<file path="src/rtl/wdog_pkg.sv">
package wdog_pkg;
  // word indices of the fixed registers (byte offset / 4)
  localparam int IDX_CTRL   = 0;
  localparam int IDX_LOAD   = 1;
  localparam int IDX_CAUSE  = 2;
  localparam int IDX_KEEP0  = 3;
  // control word bit positions that software decodes
  localparam int CTRL_FORCE_BIT = 31;
  localparam int CTRL_EN_BIT    = 30;
  localparam int CTRL_MASK_LSB  = 24;  // [2]=proc1, [1]=proc0, [0]=probe
  localparam int MASK_W         = 3;
  // cause encoding
  localparam logic [1:0] CAUSE_TIMER = 2'b01;
  localparam logic [1:0] CAUSE_FORCE = 2'b10;
endpackage

</file>
<file path="src/rtl/wdog_tick_gen.sv">
module wdog_tick_gen #(
  parameter int PRE_W = 9
) (
  input  logic             clk,
  input  logic             rst,
  input  logic             ref_en,
  input  logic             cfg_en,
  input  logic [PRE_W-1:0] cfg_cycles,
  input  logic             restart,
  input  logic [PRE_W-1:0] restart_val,
  output logic             tick_q,
  output logic [PRE_W-1:0] remain_q
);
  localparam logic [PRE_W-1:0] ONE = PRE_W'(1);

  always_ff @(posedge clk) begin
    if (rst) begin
      remain_q <= '0;
      tick_q   <= 1'b0;
    end else begin
      tick_q <= 1'b0;
      if (restart) begin
        remain_q <= restart_val;
      end else if (cfg_en && ref_en) begin
        if (remain_q <= ONE) begin
          tick_q   <= 1'b1;
          remain_q <= cfg_cycles;
        end else begin
          remain_q <= remain_q - ONE;
        end
      end
    end
  end

  // a disabled prescaler emits no tick on the following cycle
  assert_no_tick_when_off_R7: assert property (@(posedge clk) disable iff (rst)
    !cfg_en |=> !tick_q);
  // with no reference enable and no restart, the remaining count holds
  assert_remain_hold_R7: assert property (@(posedge clk) disable iff (rst)
    (!ref_en && !restart) |=> $stable(remain_q));
endmodule

</file>
<file path="src/rtl/wdog_countdown.sv">
module wdog_countdown #(
  parameter int CNT_W = 24,
  parameter int STEP  = 2
) (
  input  logic             clk,
  input  logic             rst,
  input  logic             load,
  input  logic [CNT_W-1:0] load_val,
  input  logic             tick,
  input  logic             run,
  output logic [CNT_W-1:0] cnt_q,
  output logic             expire_q
);
  localparam logic [CNT_W-1:0] STEP_V = CNT_W'(STEP);
  logic armed_q;

  always_ff @(posedge clk) begin
    if (rst) begin
      cnt_q    <= '0;
      armed_q  <= 1'b0;
      expire_q <= 1'b0;
    end else begin
      expire_q <= 1'b0;
      if (load) begin
        cnt_q   <= load_val;
        armed_q <= 1'b1;
      end else if (tick && run) begin
        if (cnt_q <= STEP_V) begin
          cnt_q   <= '0;
          armed_q <= 1'b0;
          if (armed_q) expire_q <= 1'b1;
        end else begin
          cnt_q <= cnt_q - STEP_V;
        end
      end
    end
  end

  // an active tick above the floor lowers the count by exactly STEP
  assert_step_R3: assert property (@(posedge clk) disable iff (rst)
    (tick && run && !load && cnt_q > STEP_V) |=> (cnt_q == $past(cnt_q) - STEP_V));
  // without load or an unpaused tick the count is frozen
  assert_hold_R4: assert property (@(posedge clk) disable iff (rst)
    (!load && !(tick && run)) |=> $stable(cnt_q));
  // expiry leaves the count at zero and lasts one cycle
  assert_expire_zero_R5: assert property (@(posedge clk) disable iff (rst)
    expire_q |-> (cnt_q == '0));
  assert_expire_single_R5: assert property (@(posedge clk) disable iff (rst)
    expire_q |=> !expire_q);
endmodule

</file>
<file path="src/rtl/wdog_apb_regs.sv">
module wdog_apb_regs
  import wdog_pkg::*;
#(
  parameter int ADDR_W   = 8,
  parameter int DATA_W   = 32,
  parameter int CNT_W    = 24,
  parameter int PRE_W    = 9,
  parameter int NUM_KEEP = 8
) (
  input  logic              clk,
  input  logic              hard_rst,
  input  logic              soft_rst,
  input  logic              psel,
  input  logic              penable,
  input  logic              pwrite,
  input  logic [ADDR_W-1:0] paddr,
  input  logic [DATA_W-1:0] pwdata,
  output logic [DATA_W-1:0] prdata,
  input  logic [CNT_W-1:0]  cnt,
  input  logic [PRE_W-1:0]  remain,
  input  logic              expire,
  output logic              ctrl_en,
  output logic [MASK_W-1:0] pause_mask,
  output logic              tick_en,
  output logic [PRE_W-1:0]  tick_cycles,
  output logic              load_stb,
  output logic [CNT_W-1:0]  load_val,
  output logic              tick_restart,
  output logic [PRE_W-1:0]  restart_val,
  output logic              force_q
);
  localparam int WORD_W   = ADDR_W - 2;
  localparam int TICK_IDX = IDX_KEEP0 + NUM_KEEP;

  logic [WORD_W-1:0] word;
  logic              aligned, wr_acc, rd_setup;
  logic [1:0]        cause_q;
  logic [DATA_W-1:0] keep_mem [NUM_KEEP];
  logic [DATA_W-1:0] rd_mux;

  assign word     = paddr[ADDR_W-1:2];
  assign aligned  = (paddr[1:0] == 2'b00);
  assign wr_acc   = psel && penable && pwrite && aligned;
  assign rd_setup = psel && !penable;

  assign load_stb     = wr_acc && (word == WORD_W'(IDX_LOAD));
  assign load_val     = pwdata[CNT_W-1:0];
  assign tick_restart = wr_acc && (word == WORD_W'(TICK_IDX));
  assign restart_val  = pwdata[PRE_W-1:0];

  // control and prescaler configuration: cleared by either reset
  always_ff @(posedge clk) begin
    if (hard_rst || soft_rst) begin
      ctrl_en     <= 1'b0;
      pause_mask  <= '1;
      force_q     <= 1'b0;
      tick_en     <= 1'b1;
      tick_cycles <= '0;
    end else begin
      force_q <= 1'b0;
      if (wr_acc && word == WORD_W'(IDX_CTRL)) begin
        ctrl_en    <= pwdata[CTRL_EN_BIT];
        pause_mask <= pwdata[CTRL_MASK_LSB +: MASK_W];
        force_q    <= pwdata[CTRL_FORCE_BIT];
      end
      if (tick_restart) begin
        tick_en     <= pwdata[PRE_W];
        tick_cycles <= pwdata[PRE_W-1:0];
      end
    end
  end

  // cause and keep registers: only a hard reset clears them
  always_ff @(posedge clk) begin
    if (hard_rst) begin
      cause_q <= '0;
      for (int k = 0; k < NUM_KEEP; k++) keep_mem[k] <= '0;
    end else begin
      if (force_q || expire) cause_q <= {force_q, expire};
      for (int k = 0; k < NUM_KEEP; k++)
        if (wr_acc && word == WORD_W'(IDX_KEEP0 + k)) keep_mem[k] <= pwdata;
    end
  end

  always_comb begin
    rd_mux = '0;
    if (aligned) begin
      if (word == WORD_W'(IDX_CTRL)) begin
        rd_mux[CNT_W-1:0]                    = cnt;
        rd_mux[CTRL_MASK_LSB +: MASK_W]      = pause_mask;
        rd_mux[CTRL_EN_BIT]                  = ctrl_en;
      end else if (word == WORD_W'(IDX_CAUSE)) begin
        rd_mux[1:0] = cause_q;
      end else if (word == WORD_W'(TICK_IDX)) begin
        rd_mux[PRE_W-1:0]             = tick_cycles;
        rd_mux[PRE_W]                 = tick_en;
        rd_mux[PRE_W+1]               = tick_en;
        rd_mux[PRE_W+2 +: PRE_W]      = remain;
      end
      for (int k = 0; k < NUM_KEEP; k++)
        if (word == WORD_W'(IDX_KEEP0 + k)) rd_mux = keep_mem[k];
    end
  end

  // read data registered in the setup phase, valid through the access phase
  always_ff @(posedge clk) begin
    if (hard_rst || soft_rst) prdata <= '0;
    else if (rd_setup)        prdata <= rd_mux;
  end

  // a forced trigger records the forced cause
  assert_force_cause_R6: assert property (@(posedge clk) disable iff (hard_rst)
    force_q |=> (cause_q == CAUSE_FORCE || cause_q == (CAUSE_FORCE | CAUSE_TIMER)));
  // a lone expiry records the timer cause
  assert_timer_cause_R5: assert property (@(posedge clk) disable iff (hard_rst)
    (expire && !force_q) |=> (cause_q == CAUSE_TIMER));
  // a soft reset does not touch the cause register
  assert_soft_keeps_cause_R9: assert property (@(posedge clk) disable iff (hard_rst)
    (soft_rst && !force_q && !expire) |=> $stable(cause_q));
endmodule

</file>
<file path="src/rtl/wdog_apb_top.sv">
module wdog_apb_top
  import wdog_pkg::*;
#(
  parameter int ADDR_W   = 8,
  parameter int DATA_W   = 32,
  parameter int CNT_W    = 24,
  parameter int PRE_W    = 9,
  parameter int NUM_KEEP = 8,
  parameter int STEP     = 2
) (
  input  logic              clk,
  input  logic              hard_rst,
  input  logic              soft_rst,
  input  logic              ref_tick_en,
  input  logic              dbg_halt_p0,
  input  logic              dbg_halt_p1,
  input  logic              probe_active,
  input  logic              psel,
  input  logic              penable,
  input  logic              pwrite,
  input  logic [ADDR_W-1:0] paddr,
  input  logic [DATA_W-1:0] pwdata,
  output logic [DATA_W-1:0] prdata,
  output logic              pready,
  output logic              pslverr,
  output logic              rst_req
);
  logic              blk_rst;
  logic              ctrl_en, tick_en, load_stb, tick_restart, force_q;
  logic [MASK_W-1:0] pause_mask;
  logic [PRE_W-1:0]  tick_cycles, restart_val, remain;
  logic [CNT_W-1:0]  load_val, cnt;
  logic              tick, expire, paused;

  assign blk_rst = hard_rst || soft_rst;
  assign pready  = 1'b1;
  assign pslverr = 1'b0;
  assign paused  = |(pause_mask & {dbg_halt_p1, dbg_halt_p0, probe_active});

  wdog_apb_regs #(
    .ADDR_W(ADDR_W), .DATA_W(DATA_W), .CNT_W(CNT_W),
    .PRE_W(PRE_W), .NUM_KEEP(NUM_KEEP)
  ) regs_i (
    .clk(clk), .hard_rst(hard_rst), .soft_rst(soft_rst),
    .psel(psel), .penable(penable), .pwrite(pwrite),
    .paddr(paddr), .pwdata(pwdata), .prdata(prdata),
    .cnt(cnt), .remain(remain), .expire(expire),
    .ctrl_en(ctrl_en), .pause_mask(pause_mask),
    .tick_en(tick_en), .tick_cycles(tick_cycles),
    .load_stb(load_stb), .load_val(load_val),
    .tick_restart(tick_restart), .restart_val(restart_val),
    .force_q(force_q)
  );

  wdog_tick_gen #(.PRE_W(PRE_W)) tick_i (
    .clk(clk), .rst(blk_rst), .ref_en(ref_tick_en),
    .cfg_en(tick_en), .cfg_cycles(tick_cycles),
    .restart(tick_restart), .restart_val(restart_val),
    .tick_q(tick), .remain_q(remain)
  );

  wdog_countdown #(.CNT_W(CNT_W), .STEP(STEP)) cnt_i (
    .clk(clk), .rst(blk_rst), .load(load_stb), .load_val(load_val),
    .tick(tick), .run(ctrl_en && !paused),
    .cnt_q(cnt), .expire_q(expire)
  );

  always_ff @(posedge clk) begin
    if (blk_rst) rst_req <= 1'b0;
    else         rst_req <= expire || force_q;
  end

  // every expiry or forced trigger reaches the request output
  assert_req_follows_R6: assert property (@(posedge clk) disable iff (blk_rst)
    (expire || force_q) |=> rst_req);
  // no request without a cause one cycle earlier
  assert_req_has_cause_R5: assert property (@(posedge clk) disable iff (blk_rst)
    (!expire && !force_q) |=> !rst_req);
endmodule

</file>
<file path="config.mk">
export PLATFORM = sky130hd
export DESIGN_NAME = wdog_apb_top
export DESIGN_NICKNAME = d
export VERILOG_FILES = /design/src/rtl/wdog_pkg.sv /design/src/rtl/wdog_tick_gen.sv /design/src/rtl/wdog_countdown.sv /design/src/rtl/wdog_apb_regs.sv /design/src/rtl/wdog_apb_top.sv
export SDC_FILE = /design/constraint.sdc
export NUM_CORES = 1
export LEC_CHECK = 0
export ABC_AREA = 0
export BUFFER_PORTS_ARGS = -buffer_cell sky130_fd_sc_hd__buf_4
export CORE_ASPECT_RATIO = 0.75
export CORE_MARGIN = 1.5
export CORE_UTILIZATION = 41
export DETAILED_ROUTE_END_ITERATION = 8
export GPL_TIMING_DRIVEN = 0
export HOLD_SLACK_MARGIN = 0.15
export PLACE_DENSITY = 0.58
export SLEW_MARGIN = 20
export SYNTH_ARGS = -nofsm -noshare
export SYNTH_HDL_FRONTEND = slang
export SYNTH_SLANG_ARGS = --single-unit
</file>
<file path="constraint.sdc">
create_clock -name clk -period 5 [get_ports clk]
set_input_delay 0 -clock clk [delete_from_list [all_inputs] [get_ports clk]]
set_output_delay 0 -clock clk [all_outputs]
set_load 0.005 [all_outputs]
</file>
## Word level (Yosys, flattened, before mapping)

Memory sizes are Yosys's and may differ from the RTL's.
Cells that the tools add are included.

| operators by class | value |
|---|---|
| add/sub/neg operators | 2 |
| magnitude comparators | 2 |
| eq/ne operators | 11 |
| muxes and demuxes | 60 |
| bitwise logic cells | 13 |
| reductions and logical operators | 32 |

Operators with widths:

| cell | count |
|---|---|
| $mux W32 | 17 |
| $mux W24 | 3 |
| $mux W20 | 2 |
| $mux W1 | 32 |
| $mux W9 | 3 |
| $eq A6 B3 Y1 const B | 4 |
| $eq A6 B4 Y1 const B | 4 |
| $le A24 B2 Y1 const B | 1 |
| $sub A24 B2 Y24 const B | 1 |
| $logic_and A1 B1 Y1 | 18 |
| $mux W18 | 1 |
| $eq A6 B2 Y1 const B | 2 |
| $le A9 B1 Y1 const B | 1 |
| $sub A9 B1 Y9 const B | 1 |
| $or A1 B1 Y1 | 8 |
| $mux W7 | 1 |
| $eq A6 B1 Y1 const B | 1 |
| $logic_not A6 Y1 | 1 |
| $reduce_bool A2 Y1 | 3 |
| $reduce_or A3 Y1 | 2 |
| $not A1 Y1 | 4 |
| $reduce_or A4 Y1 | 1 |
| $and A3 B3 Y3 | 1 |
| $logic_not A1 Y1 | 2 |
| 5 further kinds | 6 |

| storage, ports and cells | value |
|---|---|
| register bits | 86 |
| RAM bits | 256 |
| input port bits | 50 |
| output and inout port bits | 35 |
| logic and storage cells | 134 |
| memories kept | 1 |

Memory list:

| name | words | bits a word | rd ports | clocked after Yosys merged registers in | write ports | line | RTL |
|---|---|---|---|---|---|---|---|
| regs_i.keep_mem | 8 | 32 | 8 | 0 | 8 | wdog_apb_regs.sv:38 | `logic [DATA_W-1:0] keep_mem [NUM_KEEP];` |

## Depth between registers and ports, before layout

Gate-level depths: netlist of the first run.

| depth | value |
|---|---|
| word-level depth | 13 |
| gate-level depth with buffers | 8 |
| gate-level depth less buffers | 7 |

## Cells and area by module

Synthesis of the first run repeated with hierarchy kept, for this count alone.

| unflattened totals | value |
|---|---|
| cell total of the unflattened synthesis | 1483 |
| area, all modules | 15976.6 um^2 |

Modules (own cells, without submodules):

| module | times used | cells an instance | area each (um^2) | seq. area each (um^2) |
|---|---|---|---|---|
| wdog_apb_regs | 1 | 1192 | 13654.3 | 8668.3 |
| wdog_countdown | 1 | 186 | 1483.9 | 520.5 |
| wdog_tick_gen | 1 | 94 | 759.5 | 200.2 |
| wdog_apb_top | 1 | 11 | 78.8 | 20.0 |

## Worst setup path before layout of the first run

Ideal clock, no wire load.

| path | value |
|---|---|
| path type | input port to flip-flop |
| from | input port paddr[7] |
| to | memory regs_i.keep_mem[3][4] (netlist: regs_i.keep_mem[0][100]) (enable) |
| setup time | 0.394 ns |
| data arrival time | 1.917 ns |
| data required time | 4.606 ns |
| slack | 2.689 ns |
| stages | 6 |
| path buffers | 2 |
| cell sequence | buf_2 or4b_4 nor2_8 buf_6 nand2_2 nand2b_1 |

RTL lines:

| element | line | RTL |
|---|---|---|
| start: declaration | wdog_apb_top.sv:21 | `input logic [ADDR_W-1:0] paddr,` |
| end: declaration | wdog_apb_regs.sv:38 |  |

## Final worst setup path of the first run

| path | value |
|---|---|
| from | input port paddr[6] |
| to | register cnt_i.cnt_q[11] |

| on the way | value |
|---|---|
| longest elaborated chain between the ends | 3 |
| elaborated cells on any way between the ends | 4 |
| those cells by class | eq/ne: 1; mux: 1; reduce/logical: 2 |

Ends and longest elaborated chain:

| element | line | RTL |
|---|---|---|
| $eq A6 B1 Y1 * | wdog_apb_regs.sv:46 | `assign load_stb = wr_acc && (word == WORD_W'(IDX_LOAD));` |
| $logic_and A1 B1 Y1 * | wdog_apb_regs.sv:46 |  |
| $mux W24 or $reduce_bool A2 Y1 (tied branches) | n/a |  |
| end signal: assignment | wdog_countdown.sv:25 | `cnt_q <= load_val;` |
| end signal: assignment | wdog_countdown.sv:33 | `cnt_q <= cnt_q - STEP_V;` |
| end: declaration | wdog_countdown.sv:11 | `output logic [CNT_W-1:0] cnt_q,` |

Every way passes the cells marked *; elsewhere a longest branch is shown, timed or not.
A chain may end at the register's enable or synchronous reset.

==> summary.md, run 1 <==
| Metric | Value |
|---|---|
| Site Rows | 61 |
| Syn_nets | 1,429 |
| Status | finished clean |
| # fillers | 3,379 |
| Crit Path Class | input pin to register |
| Synth Area in Adders | 0.00244 |
| Post-synthesis mux area share | 0.00407 |
| Area of the multi-input gates | 0.00536 mm² |
| Post-DRT Antenna Nets | 0 |
| Post-CTS setup buffers | 0 |
| Max-slew violations | 0 |
| Die Wd | 226 µm |
| Count leader, synth | edfxtp_1 |
| Slew @ Worst Pin | 0.911 ns |
| Power density over cell area | 343 mW/mm² |
| Most frequent cells after synthesis | edfxtp_1 (256), nor2_1 (232), nand2_1 (95), dfxtp_1 (86), a21oi_1 (71) |
| Clk Tree Root Cell | clkbuf_16 |
| Top FF cell, synth | edfxtp_1 |
| Slew headroom | 0.393 |
| Comb pwr share | 0.072 |
| Fraction of layout cells with a size suffix above 1 | 0.150 |
| Die area | 0.0386 mm² |
| Hpwl dp | 38,000 µm |
| Gate Count Post-Synth | 1,376 |
| Drt total wl | 52,200 µm |
| Clock Tree Buf Depth | 3 |
| Fin. Hold Viols | 0 |
| Syn_area_per_cell | 11.2 µm² |
| Area delta synth->final | 20.0% |
| Worst path required time | 5.50 ns |
| Crit Path Max Fanout | 10 |
| Gr ovfl total | 0 |
| DRC viols | 0 |
| Nature of the critical path endpoint | register |
| Main area contributors after synthesis | edfxtp_1 (50%), dfxtp_1 (11%), nor2_1 (5.7%) |
| All-Layer GR Usage | 0.271 |
| Fmax achieved | 259 MHz |
| Largest net degree at the start of global routing | 27 |
| Setup Viol. Count Final | 0 |
| Clock insertion delay at the later pin of the skew report | 0.55 ns |
| Vias | 12,409 |
| CTS tree | yes |
| First-pass GRT wire length | 75,900 µm |
| Max VDD drop | 197 µV |
| Buffers added on ports | 81 |
| Post-Synth Simple-Gate Area | 0.163 |
| Diodes inserted | 0 |
| Initial antenna violation count | 2 |
| Synth Area in XOR/XNOR | 0.00970 |
| Clock power frac | 0.417 |
| Setup TNS | 0 ns |
| Synth top area share | 0.501 |
| Leakage | 6.44 nW |
| Syn Std Cell Area | 0.0154 mm² |
| Async SR Flop Fraction | 0 |
| Post-DR vias/cell | 5.96 |
| Type of the worst min-delay path | input pin to register |
| Worst EP arrival | 4.35 ns |
| First-pass iteration count of the detailed router | 6 |
| TritonCTS Buffers | 36 |
| Io pins | 85 |
| Crit path launch type | input pin |
| Main combinational cell family by area after synthesis | compound AO/OA/AOI/OAI gates |
| EDFF count, synth | 256 |
| Unique masters post-synth | 86 |
| RD Place Congestion | 0.943 |
| Ys Warns | 0 |
| WL/cell | 25.1 µm |
| Leading area contributor after synthesis | edfxtp_1 |
| Chip height | 171 µm |
| Fin nets | 1,604 |
| Sw frac | 0.235 |
| Max cap viols | 0 |
| Clock sinks | 342 |
| Clock transition at the registers of the reported paths | 0.06 ns |
| Sequential power share | 0.511 |
| Starting Density | 0.415 |
| RSZ-0062 raised after global routing | false |
| Pint | 4.83 mW |
| Synth Area in Compound Gates | 0.168 |
| Finished Core Util | 0.498 |
| Fin crit period | 3.86 ns |
| Vias in the first global route | 11,370 |
| Seq. cell area | 0.00941 mm² |
| Starting DRT DRC Count | 1,544 |
| Register area share after synthesis | 0.613 |
| Fin crit share | 0.771 |
| H-tree depth | 2 |
| Net switching power | 1.48 mW |
| Worst Skew | 0.0270 ns |
| Core area | 0.0370 mm² |
| Seq cells post-synth | 342 |
[cell usage in the layout, fill, tap and decap left out, types with 10 or more instances in the layout]
master           n
edfxtp_1       256
nor2_1         232
nand2_1         95
buf_4           86
dfxtp_1         86
a21oi_1         71
clkbuf_1        62
dlygate4sd3_1   48
inv_1           45
o21ai_0         42
buf_2           38
nand2b_1        36
clkbuf_16       36
a221oi_1        31
a22oi_1         23
o22ai_1         23
a222oi_1        22
nor3_1          22
o21ai_1         21
nand3_1         20
and3_1          17
xnor2_1         14
a22o_1          14
o221ai_1        13
o31a_1          11
o2bb2ai_1       11
a221o_1         10
o21ai_2         10
[per-layer routing]
metal | global-route usage | routed length, µm | vias to the layer above
met4 | 0.0441 | 492 | 4
met2 | 0.381 | 21600 | 747
met1 | 0.422 | 23700 | 6073
li1 | - | - | 5536
met3 | 0.0665 | 6420 | 49
met5 | 0 | 27 | -
[sequential cells by signal, indices dropped and copies added, names as in the netlist]
name,flops
regs_i.cause_q,2
regs_i.pause_mask,3
regs_i.tick_en,1
regs_i.keep_mem,256
cnt_i.expire_q,1
cnt_i.armed_q,1
regs_i.force_q,1
tick_i.tick_q,1
regs_i.prdata,32
regs_i.tick_cycles,9
rst_req,1
cnt_i.cnt_q,24
tick_i.remain_q,9
regs_i.ctrl_en,1
[critical path, cell delays in order]
cell and delay, ns:
dlygate4sd3_1 0.53, buf_4 0.16, nor4b_4 0.69, dlygate4sd3_1 0.70, nand2_1 0.06, dlygate4sd3_1 0.59
nor3_1 0.43, clkbuf_1 0.45, nand2_1 0.13, o21ai_2 0.07, dlygate4sd3_1 0.55
[stage by stage]
step,cells,setup slack (ns),hold WS (ns),power [mW],area (µm²)
finish,2082,1.14,0.176,6.31,18400
global route,2082,1.05,0.209,6.49,18400
CTS,2082,1.22,0.152,6.33,18400
detailed placement,1969,2.04,0.223,3.70,16800
global placement,1961,1.29,0.224,3.68,16600
floorplan,1376,2.69,0.109,3.50,15400
[kinds of logic (layout without fill, tap and decap cells)]
kind of cell	count (synthesis)	after routing
flip-flops	342	342
XOR/XNOR	17	17
adder cells (fa/ha/maj)	3	3
multiplexers	6	6
buffers and inverters	139	341
other	2	2
AND/OR/NAND/NOR	506	506
AO/OA/AOI/OAI	361	361
[power by group through the flow]
stage / sequential, mW / combinational (mW) / clock, mW
after floorplan: 3.27 / 0.226 / 0
after global placement: 3.29 / 0.393 / 0
after detailed placement: 3.29 / 0.415 / 0
after CTS: 3.23 / 0.441 / 2.66
after global routing: 3.24 / 0.481 / 2.77
final: 3.23 / 0.452 / 2.63
[path summary, 6_finish.rpt]
kind | from | to | slack [ns] | depth (start not counted)
setup / recovery | paddr[6] | cnt_i.cnt_q[11] | 1.14 | 11
hold / removal | paddr[5] | regs_i.pause_mask[1] | 0.18 | 5
setup reg to reg | cnt_i.cnt_q[16] | cnt_i.cnt_q[11] | 2.17 | 7
hold reg to reg | cnt_i.armed_q | cnt_i.expire_q | 0.46 | 2
[repair_timing]
action,4_1_cts,5_1_grt
hold buffers,48,0
gates resized for setup,0,0
endpoints found under the hold margin,302,0
[layout make-up]
class / count / share of cell area
Buffer: 94 / 0.0240
Multi-Input combinational cell: 895 / 0.291
Inverter: 45 / 0.00917
Sequential cell: 342 / 0.511
Clock inverter: 11 / 0.00713
Timing Repair Buffer: 137 / 0.0698
Clock buffer: 54 / 0.0542
Tap cell: 504 / 0.0342
No activity file was read; power rests on OpenSTA's default activity.
==> inputs of run 2 (changes only) <==
ABC_AREA = 1   (was 0)
clock period = 3.6 ns   (was 5 ns; I/O delays follow)
==> run 2 against run 1 <==
Net effect: utilization is 0.39 points higher; synthesized cell count up 23%; worst hold slack better by 0.0079 ns; sequential share of layout area is 0.29 points lower; combinational power grew 36%; first-iteration DRC count down 6.5%; sequential power grew 38%; clock skew fell by 0.0079 ns; largest power group unchanged.
==> summary.md, run 2 <==
| Metric | Value |
|---|---|
| Register with the most flip-flops | regs_i.keep_mem |
| Main area contributors after synthesis | edfxtp_1 (50%), dfxtp_1 (11%), nor2_1 (9.7%) |
| Gate Count Post-Synth | 1,693 (+23%) |
| Total Power | 8.90 mW (+41%) |
| Main combinational cell family by area after synthesis | simple AND/OR/NAND/NOR gates |
| Crit Path Class | input pin to register |
| First-pass GRT wire length | 76,200 µm (+0.48%) |
| Clock insertion delay at the later pin of the skew report | 0.55 ns (about the same) |
| Initial antenna violation count | 0 (-2) |
| Post-DR vias/cell | 5.31 (-11%) |
| Max-slew violations | 0 (unchanged) |
| Crit Reg-Reg Startpoint | cnt_i.cnt_q[1] |
| RD Place Congestion | 0.965 (+2.3%) |
| Seq cells post-synth | 342 (unchanged) |
| Fin. Hold Viols | 0 (unchanged) |
| Largest regs | regs_i.keep_mem (256), regs_i.prdata (32), cnt_i.cnt_q (24) |
| Site Rows | 61 (unchanged) |
| Seq. cell area | 0.00941 mm² (unchanged) |
| Type of the worst min-delay path | input pin to register |
| Crit Path Max Fanout | 20 (+10) |
| WL/cell | 21.6 µm (-14%) |
| DRC viols | 0 (unchanged) |
| Max cap viols | 0 (unchanged) |
| Gr ovfl total | 0 (unchanged) |
| Syn_area_per_cell | 9.04 µm² (-19%) |
| Clock Tree Buf Depth | 3 (unchanged) |
| Die area | 0.0385 mm² (-0.34%) |
| Post-DRT Antenna Nets | 0 (unchanged) |
| Fin nets | 1,929 (+20%) |
| H-tree depth | 2 (unchanged) |
| Max VDD drop | 357 µV (+82%) |
| WHS Endpoint | cnt_i.expire_q |
| Reg-to-reg slack, setup | 1.15 ns (-1.02 ns) |
| Io pins | 85 (unchanged) |
| Syn_nets | 1,746 (+22%) |
| EDFF count, synth | 256 (unchanged) |
| Hold Path Stages | 5 (unchanged) |
| Setup TNS | 0 ns (unchanged) |
| Worst Skew | 0.0191 ns (-0.00786 ns) |
| CTS tree | yes |
| Register area share after synthesis | 0.615 (+0.00210) |
| Vias in the first global route | 11,835 (+4.1%) |
| Leakage | 7.08 nW (+10%) |
| Status | finished clean |
| Diodes inserted | 0 (unchanged) |
| Nature of the critical path endpoint | register |
| Top FF cell, synth | edfxtp_1 |
| Fraction of layout cells with a size suffix above 1 | 0.110 (-0.0398) |
| Most frequent cells after synthesis | nor2_1 (397), nand2_1 (352), edfxtp_1 (256), inv_1 (159), a21oi_1 (106) |
| Hold path start | probe_active |
| TritonCTS Buffers | 37 (+2.8%) |
| Slew @ Worst Pin | 1.07 ns (+0.155 ns) |
| Clock sinks | 342 (unchanged) |
| Core area | 0.0369 mm² (-0.21%) |
| Leading area contributor after synthesis | edfxtp_1 |
| Synth top area share | 0.502 (+0.00172) |
| Worst path required time | 3.83 ns (-1.67 ns) |
| Starting DRT DRC Count | 1,444 (-6.5%) |
| Buffers added on ports | 81 (unchanged) |
| Post-Synth Simple-Gate Area | 0.243 (+0.0802) |
| Die Wd | 226 µm (-0.17%) |
| Clk Tree Root Cell | clkbuf_16 |
| Starting Density | 0.414 (-0.000565) |
| Fmax achieved | 302 MHz |
| Most common cell after layout, fill and taps aside | nor2_1 |
| Fin crit period | 3.32 ns |
| First-pass iteration count of the detailed router | 7 (+1) |
| Area of the multi-input gates | 0.00495 mm² (-7.5%) |
| Drt total wl | 52,100 µm (-0.20%) |
| Synth Area in Compound Gates | 0.0672 (-0.101) |
| Unique masters post-synth | 43 (-50%) |
| Fin crit share | 0.921 |
| Max FFs per register | 256 (unchanged) |
| Pre-CTS setup slack | 0.524 ns (-1.51 ns) |
| Worst EP arrival | 3.54 ns (-0.81 ns) |
| # fillers | 3,546 (+4.9%) |
| Vias | 12,790 (+3.1%) |
| Setup Viol. Count Final | 0 (unchanged) |
| Largest net degree at the start of global routing | 23 (-15%) |
| Syn Std Cell Area | 0.0153 mm² (-0.34%) |
| PnR worst setup slack | 0.284 ns (-0.859 ns) |
| Post-CTS setup buffers | 0 (unchanged) |
| FF-to-FF End | cnt_i.cnt_q[15] |
| Clock transition at the registers of the reported paths | 0.06 ns (about the same) |
| Worst-case reg-to-reg path depth | 9 (+2) |
| Ys Warns | 0 (unchanged) |
| Crit path launch type | input pin |
| Most frequent cells in the layout | nor2_1 (397), nand2_1 (345), edfxtp_1 (256) |
| Power density over cell area | 480 mW/mm² (+40%) |
| Async SR Flop Fraction | 0 (unchanged) |
| Area delta synth->final | 21.1% |
| Synth Area in Adders | 0.00245 (+0.00000839) |
| Synth Area in XOR/XNOR | 0.00858 (-0.00111) |
| Count leader, synth | nor2_1 |
| All-Layer GR Usage | 0.274 (+0.00343) |
| Post-synthesis mux area share | 0 (-0.00407) |
| Chip height | 170 µm (-0.17%) |
| Slew headroom | 0.289 (-0.103) |
| RSZ-0062 raised after global routing | false |
| Hpwl dp | 36,100 µm (-5.1%) |
## run 2: cell count changes after synthesis, sizes merged, moves of 31 or more
cell	before	now
a221oi	31	0
nand4	5	38
nand2b	42	0
inv	45	168
a21oi	72	106
nand3	20	61
o21ai	73	40
nor2	238	409
nand2	98	356
## run 2: worst max-delay path by stage
stage / start / end / slack (ns) / cells past startpoint
after detailed placement: paddr[7] / regs_i.keep_mem[1][11] / 0.52 / 9
after global placement: paddr[7] / regs_i.keep_mem[1][113] / -1.82 / 8
after floorplan: paddr[7] / regs_i.keep_mem[1][100] / 0.82 / 7
after CTS: paddr[6] / regs_i.keep_mem[1][85] / 0.34 / 10
final: paddr[6] / regs_i.keep_mem[1][87] / 0.28 / 10
after global routing: paddr[6] / cnt_i.cnt_q[15] / 0.17 / 12
## run 2: layer usage
| layer | vias up | GRT usage | share of wire |
|---|---|---|---|
| met5 | - | 0 | 0 |
| li1 | 5936 | - | - |
| met1 | 6146 | 0.386 | 0.43 |
| met4 | 0 | 0.104 | 0.037 |
| met3 | 109 | 0.0711 | 0.11 |
| met2 | 599 | 0.405 | 0.43 |
## run 2: layout make-up
| class | count | area share |
|---|---|---|
| timing repair buffer | 144 | 0.0742 |
| tap | 504 | 0.0340 |
| clock inverter | 9 | 0.00419 |
| clock buffer | 59 | 0.0600 |
| multi-input combinational | 1108 | 0.267 |
| sequential | 342 | 0.508 |
| inverter | 170 | 0.0346 |
| buffer | 73 | 0.0178 |
## run 2: cells by family after synthesis
| group | Yosys count |
|---|---|
| flops | 342 |
| fa+ha+maj | 3 |
| xor+xnor | 15 |
| buf+inv | 243 |
| compound gates | 190 |
| simple gates | 898 |
| other cells | 2 |
## run 2: critical path: stages
cell           delay, ns
dlygate4sd3_1       0.54
buf_4               0.14
nor2_2              0.16
dlygate4sd3_1       0.63
nand2_2             0.13
nor2_1              0.49
clkbuf_1            0.64
nand2_1             0.15
nand2_2             0.37
buf_12              0.27
## run 2: through the flow
| stage | utilization | cells | instance area [µm²] | hold WS (ns) |
|---|---|---|---|---|
| after global routing | 0.502 | 2409 | 18500 | 0.188 |
| after CTS | 0.502 | 2409 | 18500 | 0.154 |
| after global placement | 0.448 | 2278 | 16500 | 0.220 |
| after floorplan | - | 1693 | 15300 | 0.117 |
| after detailed placement | 0.455 | 2287 | 16800 | 0.225 |
| final | 0.502 | 2409 | 18500 | 0.183 |
## run 2: timing repair
| action | 4_1_cts | 5_1_grt |
|---|---|---|
| hold buffers | 54 | 0 |
| gates resized for setup | 0 | 0 |
| hold endpoints to repair | 210 | 0 |
## run 2: report_power, final
part / switching [mW] / leakage [nW] / internal, mW
clock network: 1.62 / 0.578 / 2.20
registers: 0.0560 / 3.13 / 4.41
logic: 0.426 / 3.37 / 0.190
